**src/rtl/irq_unit_pkg.sv**
```systemverilog
package irq_unit_pkg;

    typedef enum logic [1:0] {
        RGN_NONE,
        RGN_SWI,
        RGN_CMP,
        RGN_TIME
    } region_e;

    localparam int WIN_W = 16;
    localparam logic [WIN_W-1:0] OFS_SWI  = 16'h0000;
    localparam logic [WIN_W-1:0] OFS_CMP  = 16'h4000;
    localparam logic [WIN_W-1:0] OFS_TIME = 16'hBFF8;

endpackage

```
**src/rtl/irq_addr_decode.sv**
```systemverilog
module irq_addr_decode
    import irq_unit_pkg::*;
#(
    parameter int                ADDR_W = 32,
    parameter logic [ADDR_W-1:0] BASE   = 32'h0200_0000
) (
    input  logic [ADDR_W-1:0] addr,
    output region_e           region
);
    localparam int DW_LSB = 3;

    logic in_window;

    always_comb begin
        in_window = (addr[ADDR_W-1:WIN_W] == BASE[ADDR_W-1:WIN_W]);
        region    = RGN_NONE;
        if (in_window) begin
            case (addr[WIN_W-1:DW_LSB])
                OFS_SWI[WIN_W-1:DW_LSB]:  region = RGN_SWI;
                OFS_CMP[WIN_W-1:DW_LSB]:  region = RGN_CMP;
                OFS_TIME[WIN_W-1:DW_LSB]: region = RGN_TIME;
                default:                  region = RGN_NONE;
            endcase
        end
    end
endmodule

```
**src/rtl/irq_time_base.sv**
```systemverilog
module irq_time_base #(
    parameter int TIME_W = 64
) (
    input  logic              clk,
    input  logic              rst_n,
    input  logic              tick_en,
    output logic [TIME_W-1:0] time_val
);
    typedef struct packed {
        logic [TIME_W-1:0] count;
    } tb_state_t;

    tb_state_t st_d, st_q;

    always_comb begin
        st_d = st_q;
        if (tick_en) begin
            st_d.count = st_q.count + 1'b1;
        end
    end

    always_ff @(posedge clk or negedge rst_n) begin
        if (!rst_n) begin
            st_q <= '0;
        end else begin
            st_q <= st_d;
        end
    end

    assign time_val = st_q.count;
endmodule

```
**src/rtl/irq_cmp_reg.sv**
```systemverilog
module irq_cmp_reg #(
    parameter int TIME_W = 64
) (
    input  logic                clk,
    input  logic                rst_n,
    input  logic                wr_en,
    input  logic [TIME_W-1:0]   wdata,
    input  logic [TIME_W/8-1:0] wstrb,
    input  logic [TIME_W-1:0]   time_val,
    output logic [TIME_W-1:0]   cmp_val,
    output logic                tmr_irq
);
    localparam int NBYTES = TIME_W / 8;

    typedef struct packed {
        logic [TIME_W-1:0] cmp;
    } cmp_state_t;

    cmp_state_t st_d, st_q;
    logic [TIME_W-1:0] merged;

    for (genvar b = 0; b < NBYTES; b++) begin : g_lane
        assign merged[8*b +: 8] = wstrb[b] ? wdata[8*b +: 8] : st_q.cmp[8*b +: 8];
    end

    always_comb begin
        st_d = st_q;
        if (wr_en) begin
            st_d.cmp = merged;
        end
    end

    always_ff @(posedge clk or negedge rst_n) begin
        if (!rst_n) begin
            st_q.cmp <= '1;
        end else begin
            st_q <= st_d;
        end
    end

    assign cmp_val = st_q.cmp;
    assign tmr_irq = (time_val >= st_q.cmp);
endmodule

```
**src/rtl/core_irq_unit.sv**
```systemverilog
module core_irq_unit
    import irq_unit_pkg::*;
#(
    parameter int          ADDR_W = 32,
    parameter int          DATA_W = 64,
    parameter logic [31:0] BASE   = 32'h0200_0000
) (
    input  logic                clk,
    input  logic                rst_n,
    input  logic                tick_en,
    input  logic                req_valid,
    output logic                req_ready,
    input  logic                req_write,
    input  logic [ADDR_W-1:0]   req_addr,
    input  logic [DATA_W-1:0]   req_wdata,
    input  logic [DATA_W/8-1:0] req_wstrb,
    output logic                rsp_valid,
    output logic [DATA_W-1:0]   rsp_rdata,
    output logic                sw_irq,
    output logic                tmr_irq
);
    localparam int TIME_W = DATA_W;

    typedef struct packed {
        logic              sw;
        logic              rsp_v;
        logic [DATA_W-1:0] rdata;
    } top_state_t;

    top_state_t st_d, st_q;

    region_e           region;
    logic [TIME_W-1:0] time_val;
    logic [TIME_W-1:0] cmp_val;
    logic              cmp_wr;

    irq_addr_decode #(
        .ADDR_W (ADDR_W),
        .BASE   (BASE[ADDR_W-1:0])
    ) u_dec (
        .addr   (req_addr),
        .region (region)
    );

    irq_time_base #(
        .TIME_W (TIME_W)
    ) u_time (
        .clk      (clk),
        .rst_n    (rst_n),
        .tick_en  (tick_en),
        .time_val (time_val)
    );

    assign cmp_wr = req_valid && req_write && (region == RGN_CMP);

    irq_cmp_reg #(
        .TIME_W (TIME_W)
    ) u_cmp (
        .clk      (clk),
        .rst_n    (rst_n),
        .wr_en    (cmp_wr),
        .wdata    (req_wdata),
        .wstrb    (req_wstrb),
        .time_val (time_val),
        .cmp_val  (cmp_val),
        .tmr_irq  (tmr_irq)
    );

    always_comb begin
        st_d       = st_q;
        st_d.rsp_v = req_valid;
        st_d.rdata = '0;
        if (req_valid) begin
            if (req_write) begin
                if (region == RGN_SWI && req_wstrb[0]) begin
                    st_d.sw = req_wdata[0];
                end
            end else begin
                case (region)
                    RGN_SWI:  st_d.rdata = {{(DATA_W-1){1'b0}}, st_q.sw};
                    RGN_CMP:  st_d.rdata = cmp_val;
                    RGN_TIME: st_d.rdata = time_val;
                    default:  st_d.rdata = '0;
                endcase
            end
        end
    end

    always_ff @(posedge clk or negedge rst_n) begin
        if (!rst_n) begin
            st_q <= '0;
        end else begin
            st_q <= st_d;
        end
    end

    assign req_ready = 1'b1;
    assign rsp_valid = st_q.rsp_v;
    assign rsp_rdata = st_q.rdata;
    assign sw_irq    = st_q.sw;
endmodule

```
**config.mk**
```make
export PLATFORM = sky130hd
export DESIGN_NAME = core_irq_unit
export DESIGN_NICKNAME = d
export VERILOG_FILES = /design/src/rtl/irq_unit_pkg.sv /design/src/rtl/irq_addr_decode.sv /design/src/rtl/irq_time_base.sv /design/src/rtl/irq_cmp_reg.sv /design/src/rtl/core_irq_unit.sv
export SDC_FILE = /design/constraint.sdc
export NUM_CORES = 1
export LEC_CHECK = 0
export BUFFER_PORTS_ARGS = -buffer_cell sky130_fd_sc_hd__clkbuf_2
export CAP_MARGIN = 20
export CORE_ASPECT_RATIO = 1.75
export CORE_MARGIN = 2
export CORE_UTILIZATION = 35
export DETAILED_ROUTE_END_ITERATION = 7
export PLACE_DENSITY_LB_ADDON = 0.12
export SLEW_MARGIN = 20
export SYNTH_ARGS = -nofsm -noshare
export SYNTH_HDL_FRONTEND = slang
export SYNTH_SLANG_ARGS = --single-unit
```
**constraint.sdc**
```tcl
create_clock -name clk -period 3.19 [get_ports clk]
set_input_delay 0 -clock clk [delete_from_list [all_inputs] [get_ports clk]]
set_output_delay 0 -clock clk [all_outputs]
set_load 0.05 [all_outputs]
```
==> impl_summary.log <==
[metrics] result of the run: finished clean
[metrics] Buffers & Inverters on Critical Path: 2
[metrics] Seq cells post-synth: 194
[metrics] Reg2Reg Capture Point: u_time.time_val[54]
[metrics] YS warnings: 0
[metrics] slew of the pin with the lowest slew margin: 838 ps
[metrics] worst path arrival time: 3000 ps
[metrics] crit share post-route: 93.9%
[metrics] part of the power in registers: 47.2%
[metrics] placer congestion estimate: 0.809
[metrics] Total Routing Usage GR: 18.9%
[metrics] number of core rows: 80
[metrics] footprint of the flip-flops and latches: 4930 um2
[metrics] CTS tree: built
[metrics] area of the mapped netlist: 9530 um2
[metrics] dominant delay contributor by cell family on the critical path: compound AO/OA/AOI/OAI gates
[metrics] number of antenna violations at the first check in global routing: 0
[metrics] number of DRC markers in iteration 0: 205
[metrics] Synth Area per Inst: 11.1 um2
[metrics] Buffers on Ports: 172
[metrics] largest net degree at the start of global routing: 91
[metrics] final max-slew violation count: 0
[metrics] total power consumption of the routed design: 5.42 mW
[metrics] clock slew seen by the registers of the worst setup and hold paths: 70 ps
[metrics] Clk network pwr share: 44.6%
[metrics] Combinational Power Share: 8.2%
[metrics] max-cap check violation count: 0
[metrics] final hold vios: 0
[metrics] antenna fix cells: 0
[metrics] pwr dens: 435 nW/um2
[metrics] delay of the slowest critical-path stage: 540 ps
[metrics] crit path capture type: output port
[metrics] highest net fanout along the worst path: 3
[metrics] slowest stage cell on the critical path: sky130_fd_sc_hd__dfstp_2
[metrics] startpoint of the lowest-slack hold path: req_wstrb[6]
[metrics] Post-DRT Antenna Nets: 0
[metrics] fin nets: 1298
[metrics] total via count in the routed design: 7231
[metrics] setup violators final: 0
[metrics] highest achievable clock rate: 0.334 GHz
[metrics] IR drop worst, VDD: 0.000408 V
[metrics] beginning of the critical path: u_cmp.cmp_val[7]
[metrics] cell leakage power: 5.76 nW
[metrics] Switching Share: 23.2%
[metrics] Clock Path Buffers: 2
[metrics] Worst Reg2Reg Path Length in Cells: 7
[metrics] count of cell types in the netlist: 51
[metrics] Num CTS Buffers: 17
[metrics] net switching power: 1.26 mW
[metrics] worst path cell trace: inv_1, ha_1, a21oi_1, o21ai_0, a221o_1, o31a_1, a2111oi_4, o21ai_1, clkbuf_4
[metrics] TNS Setup: 0 ps
[metrics] Layout Skew: 9.30 ps
[metrics] post-detailed-route wirelength per cell: 17.4 um
[metrics] residual DRC count: 0
[metrics] class of the most critical hold timing path: in2reg
[metrics] worst reg2reg path startpoint: u_time.time_val[0]
[metrics] worst hold margin: 21.9 ps
[metrics] H-tree Lvls: 4
[metrics] startpoint types: flop
[metrics] main flop type after synthesis: sky130_fd_sc_hd__dfrtp_1
[metrics] placement-stage cell area: 10900 um2
[metrics] Power Internal: 4.16 mW
[metrics] share of the yosys chip area belonging to registers: 51.8%
[metrics] vias in the first global route: 7726
[metrics] final std cells w/o fill: 1465
[metrics] final cell area excluding filler cells: 12500 um2
[metrics] layout cells sized above 1: 33.3%
[metrics] detailed-route wire length: 25500 um
[metrics] drt first pass iters: 7
[metrics] worst relative slew slack: 44.1%
[metrics] Setup CP Type: reg2out
[metrics] Worst Hold Depth: 4
[metrics] number of cells after detailed placement: 1350
[metrics] clock latency at the later pin of the worst-skew pair: 460 ps
[metrics] shortest period the worst path allows: 3000 ps
[metrics] multi-input gate area in the final layout: 4270 um2
[metrics] first-pass GRT wire length: 40600 um
[metrics] Net Count, Synth: 1029
[metrics] synthesized netlist cell count: 855
[metrics] clock sinks: 194
[metrics] count of filler cells inserted in the layout: 2568
[metrics] overflow left after global routing: 0
[metrics] async set-reset flop share out of synthesis: 100%
[metrics] initial core utilization: 35.3%
[metrics] Area Overhead vs Synth: 30.7%
[metrics] required time of the critical path: 3190 ps
[metrics] Die ar.: 28600 um2
[metrics] reg-to-reg slack, setup: 670 ps
[metrics] vias per cell: 4.94
[metrics] number of enable-type register cells in the synthesized netlist: 0
[metrics] unrepaired setup endpoints after global routing: no
[metrics] Die Span X: 129 um
[metrics] Top-Level Pins: 177
[metrics] Core Region: 27000 um2
[metrics] height of the die: 222 um
[metrics] hold path endpoint: u_cmp.cmp_val[48]
[metrics] HPWL after detailed placement: 18300 um
[metrics] root buffer selected by CTS: sky130_fd_sc_hd__clkbuf_16
-- routing by layer --
metal,wire (um),track usage [%],part of all wire (%),vias up
li1,-,-,-,3529
met5,0,0,0,-
met2,14700,36.1,58,104
met3,523,3.11,2.0,31
met1,9580,19.7,37,3567
met4,714,8.42,2.8,0
-- sequential cells by signal (all words and copies together), names as in the netlist --
signal           count
sw_irq               1
u_time.time_val     64
rsp_valid            1
rsp_rdata           64
u_cmp.cmp_val       64
-- per-stage QoR --
| stage | util [%] | setup slack, ps |
|---|---|---|
| after floorplan | - | 424 |
| after global placement | 40.4 | 99.6 |
| after detailed placement | 40.4 | 86.9 |
| after CTS | 46.0 | 48.8 |
| after global routing | 46.1 | 10.5 |
| final | 46.1 | 194 |
-- synth_stat cells (all sizes together), types with 2 or more instances --
cell    number  area [um2]
dfrtp      130        3250
nor2        83         312
inv         71         267
mux2        66         743
ha          65         813
dfstp       64        1680
a22oi       63         473
nand2       44         165
xnor2       44         385
nand3       30         150
nand4       27         184
clkbuf      24        90.1
a21oi       23         115
xor2        19         166
a21o        13        97.6
nor3        13        80.1
and3        12        77.6
nor4        11        90.1
and4        10        88.8
o21ai        8        40.0
and2         5        33.8
buf          5        33.8
nor2b        3        18.8
a211oi       2        15.0
a221o        2        20.0
nand2b       2        12.5
or3          2        12.5
-- repair_timing --
action / in CTS / in global routing
hold buffers: 82 / 0
setup buffers: 0 / 1
gates resized for setup: 7 / 4
endpoints found under the setup margin: 1 / 9
pin swaps: 0 / 0
endpoints found under the hold margin: 133 / 0
-- layout by cell type, fill, tap and decap left out, types with 5 or more instances in the layout --
master                            n
sky130_fd_sc_hd__clkbuf_16       17
sky130_fd_sc_hd__nand3_1         30
sky130_fd_sc_hd__nor3_1          10
sky130_fd_sc_hd__nand2_1         44
sky130_fd_sc_hd__o21ai_0          6
sky130_fd_sc_hd__a21o_1          13
sky130_fd_sc_hd__a21oi_1         23
sky130_fd_sc_hd__dfrtp_1        130
sky130_fd_sc_hd__nand4_1         26
sky130_fd_sc_hd__dlygate4sd3_1   82
sky130_fd_sc_hd__bufinv_16        5
sky130_fd_sc_hd__and3_1          10
sky130_fd_sc_hd__a22oi_1         63
sky130_fd_sc_hd__mux2_2          66
sky130_fd_sc_hd__clkbuf_2       170
sky130_fd_sc_hd__nor4_1           7
sky130_fd_sc_hd__xor2_1          19
sky130_fd_sc_hd__buf_4           22
sky130_fd_sc_hd__dfstp_2         64
sky130_fd_sc_hd__ha_1            65
sky130_fd_sc_hd__inv_1           71
sky130_fd_sc_hd__and4_1           8
sky130_fd_sc_hd__xnor2_1         44
sky130_fd_sc_hd__nor2_1          82
-- how the worst max path moves through the flow --
stage / endpoint / cells after the start / slack (ps)
2_1_floorplan: tmr_irq / 8 / 420
3_3_place_gp: tmr_irq / 9 / 100
3_5_place_dp: tmr_irq / 9 / 90
4_1_cts: tmr_irq / 9 / 50
5_1_grt: tmr_irq / 9 / 10
6_report: tmr_irq / 9 / 190
-- worst reg2reg max path, cell delays in order, from the launching register on --
cell                      delay, ps
sky130_fd_sc_hd__dfrtp_1        360
sky130_fd_sc_hd__ha_1           170
sky130_fd_sc_hd__nand4_1        200
sky130_fd_sc_hd__nor4_2         480
sky130_fd_sc_hd__nand2_1        280
sky130_fd_sc_hd__or3_1          520
sky130_fd_sc_hd__nor3_1         260
sky130_fd_sc_hd__xor2_1         170
-- cells by family (layout without fill, tap and decap cells) --
logic type | count (synthesis) | in the layout | share of synthesized area, %
mux | 67 | 67 | 7.90
fa+ha+maj | 65 | 65 | 8.53
buf+inv | 100 | 382 | 4.10
xor+xnor | 63 | 63 | 5.79
other cells | 1 | 1 | 0.0393
compound gates | 117 | 117 | 8.51
flops | 194 | 194 | 51.8
simple gates | 248 | 248 | 13.4
-- power by group through the flow --
| stage | registers [mW] | logic (mW) | clock network, mW |
|---|---|---|---|
| 4_1_cts | 2.56 | 0.451 | 2.49 |
| 5_1_grt | 2.56 | 0.510 | 2.57 |
| 6_report | 2.56 | 0.444 | 2.42 |
| 3_5_place_dp | 2.60 | 0.380 | 0 |
| 2_1_floorplan | 2.60 | 0.159 | 0 |
| 3_3_place_gp | 2.60 | 0.377 | 0 |
-- cell type report --
type / instances / area share, %
Multi-Input combinational cell: 561 / 34.3
Tap cell: 328 / 3.29
Clock inverter: 12 / 1.62
Sequential cell: 194 / 39.6
Inverter: 71 / 2.14
Timing Repair Buffer: 279 / 15.4
Clock buffer: 20 / 3.67
(Power assumes the default switching activity.)
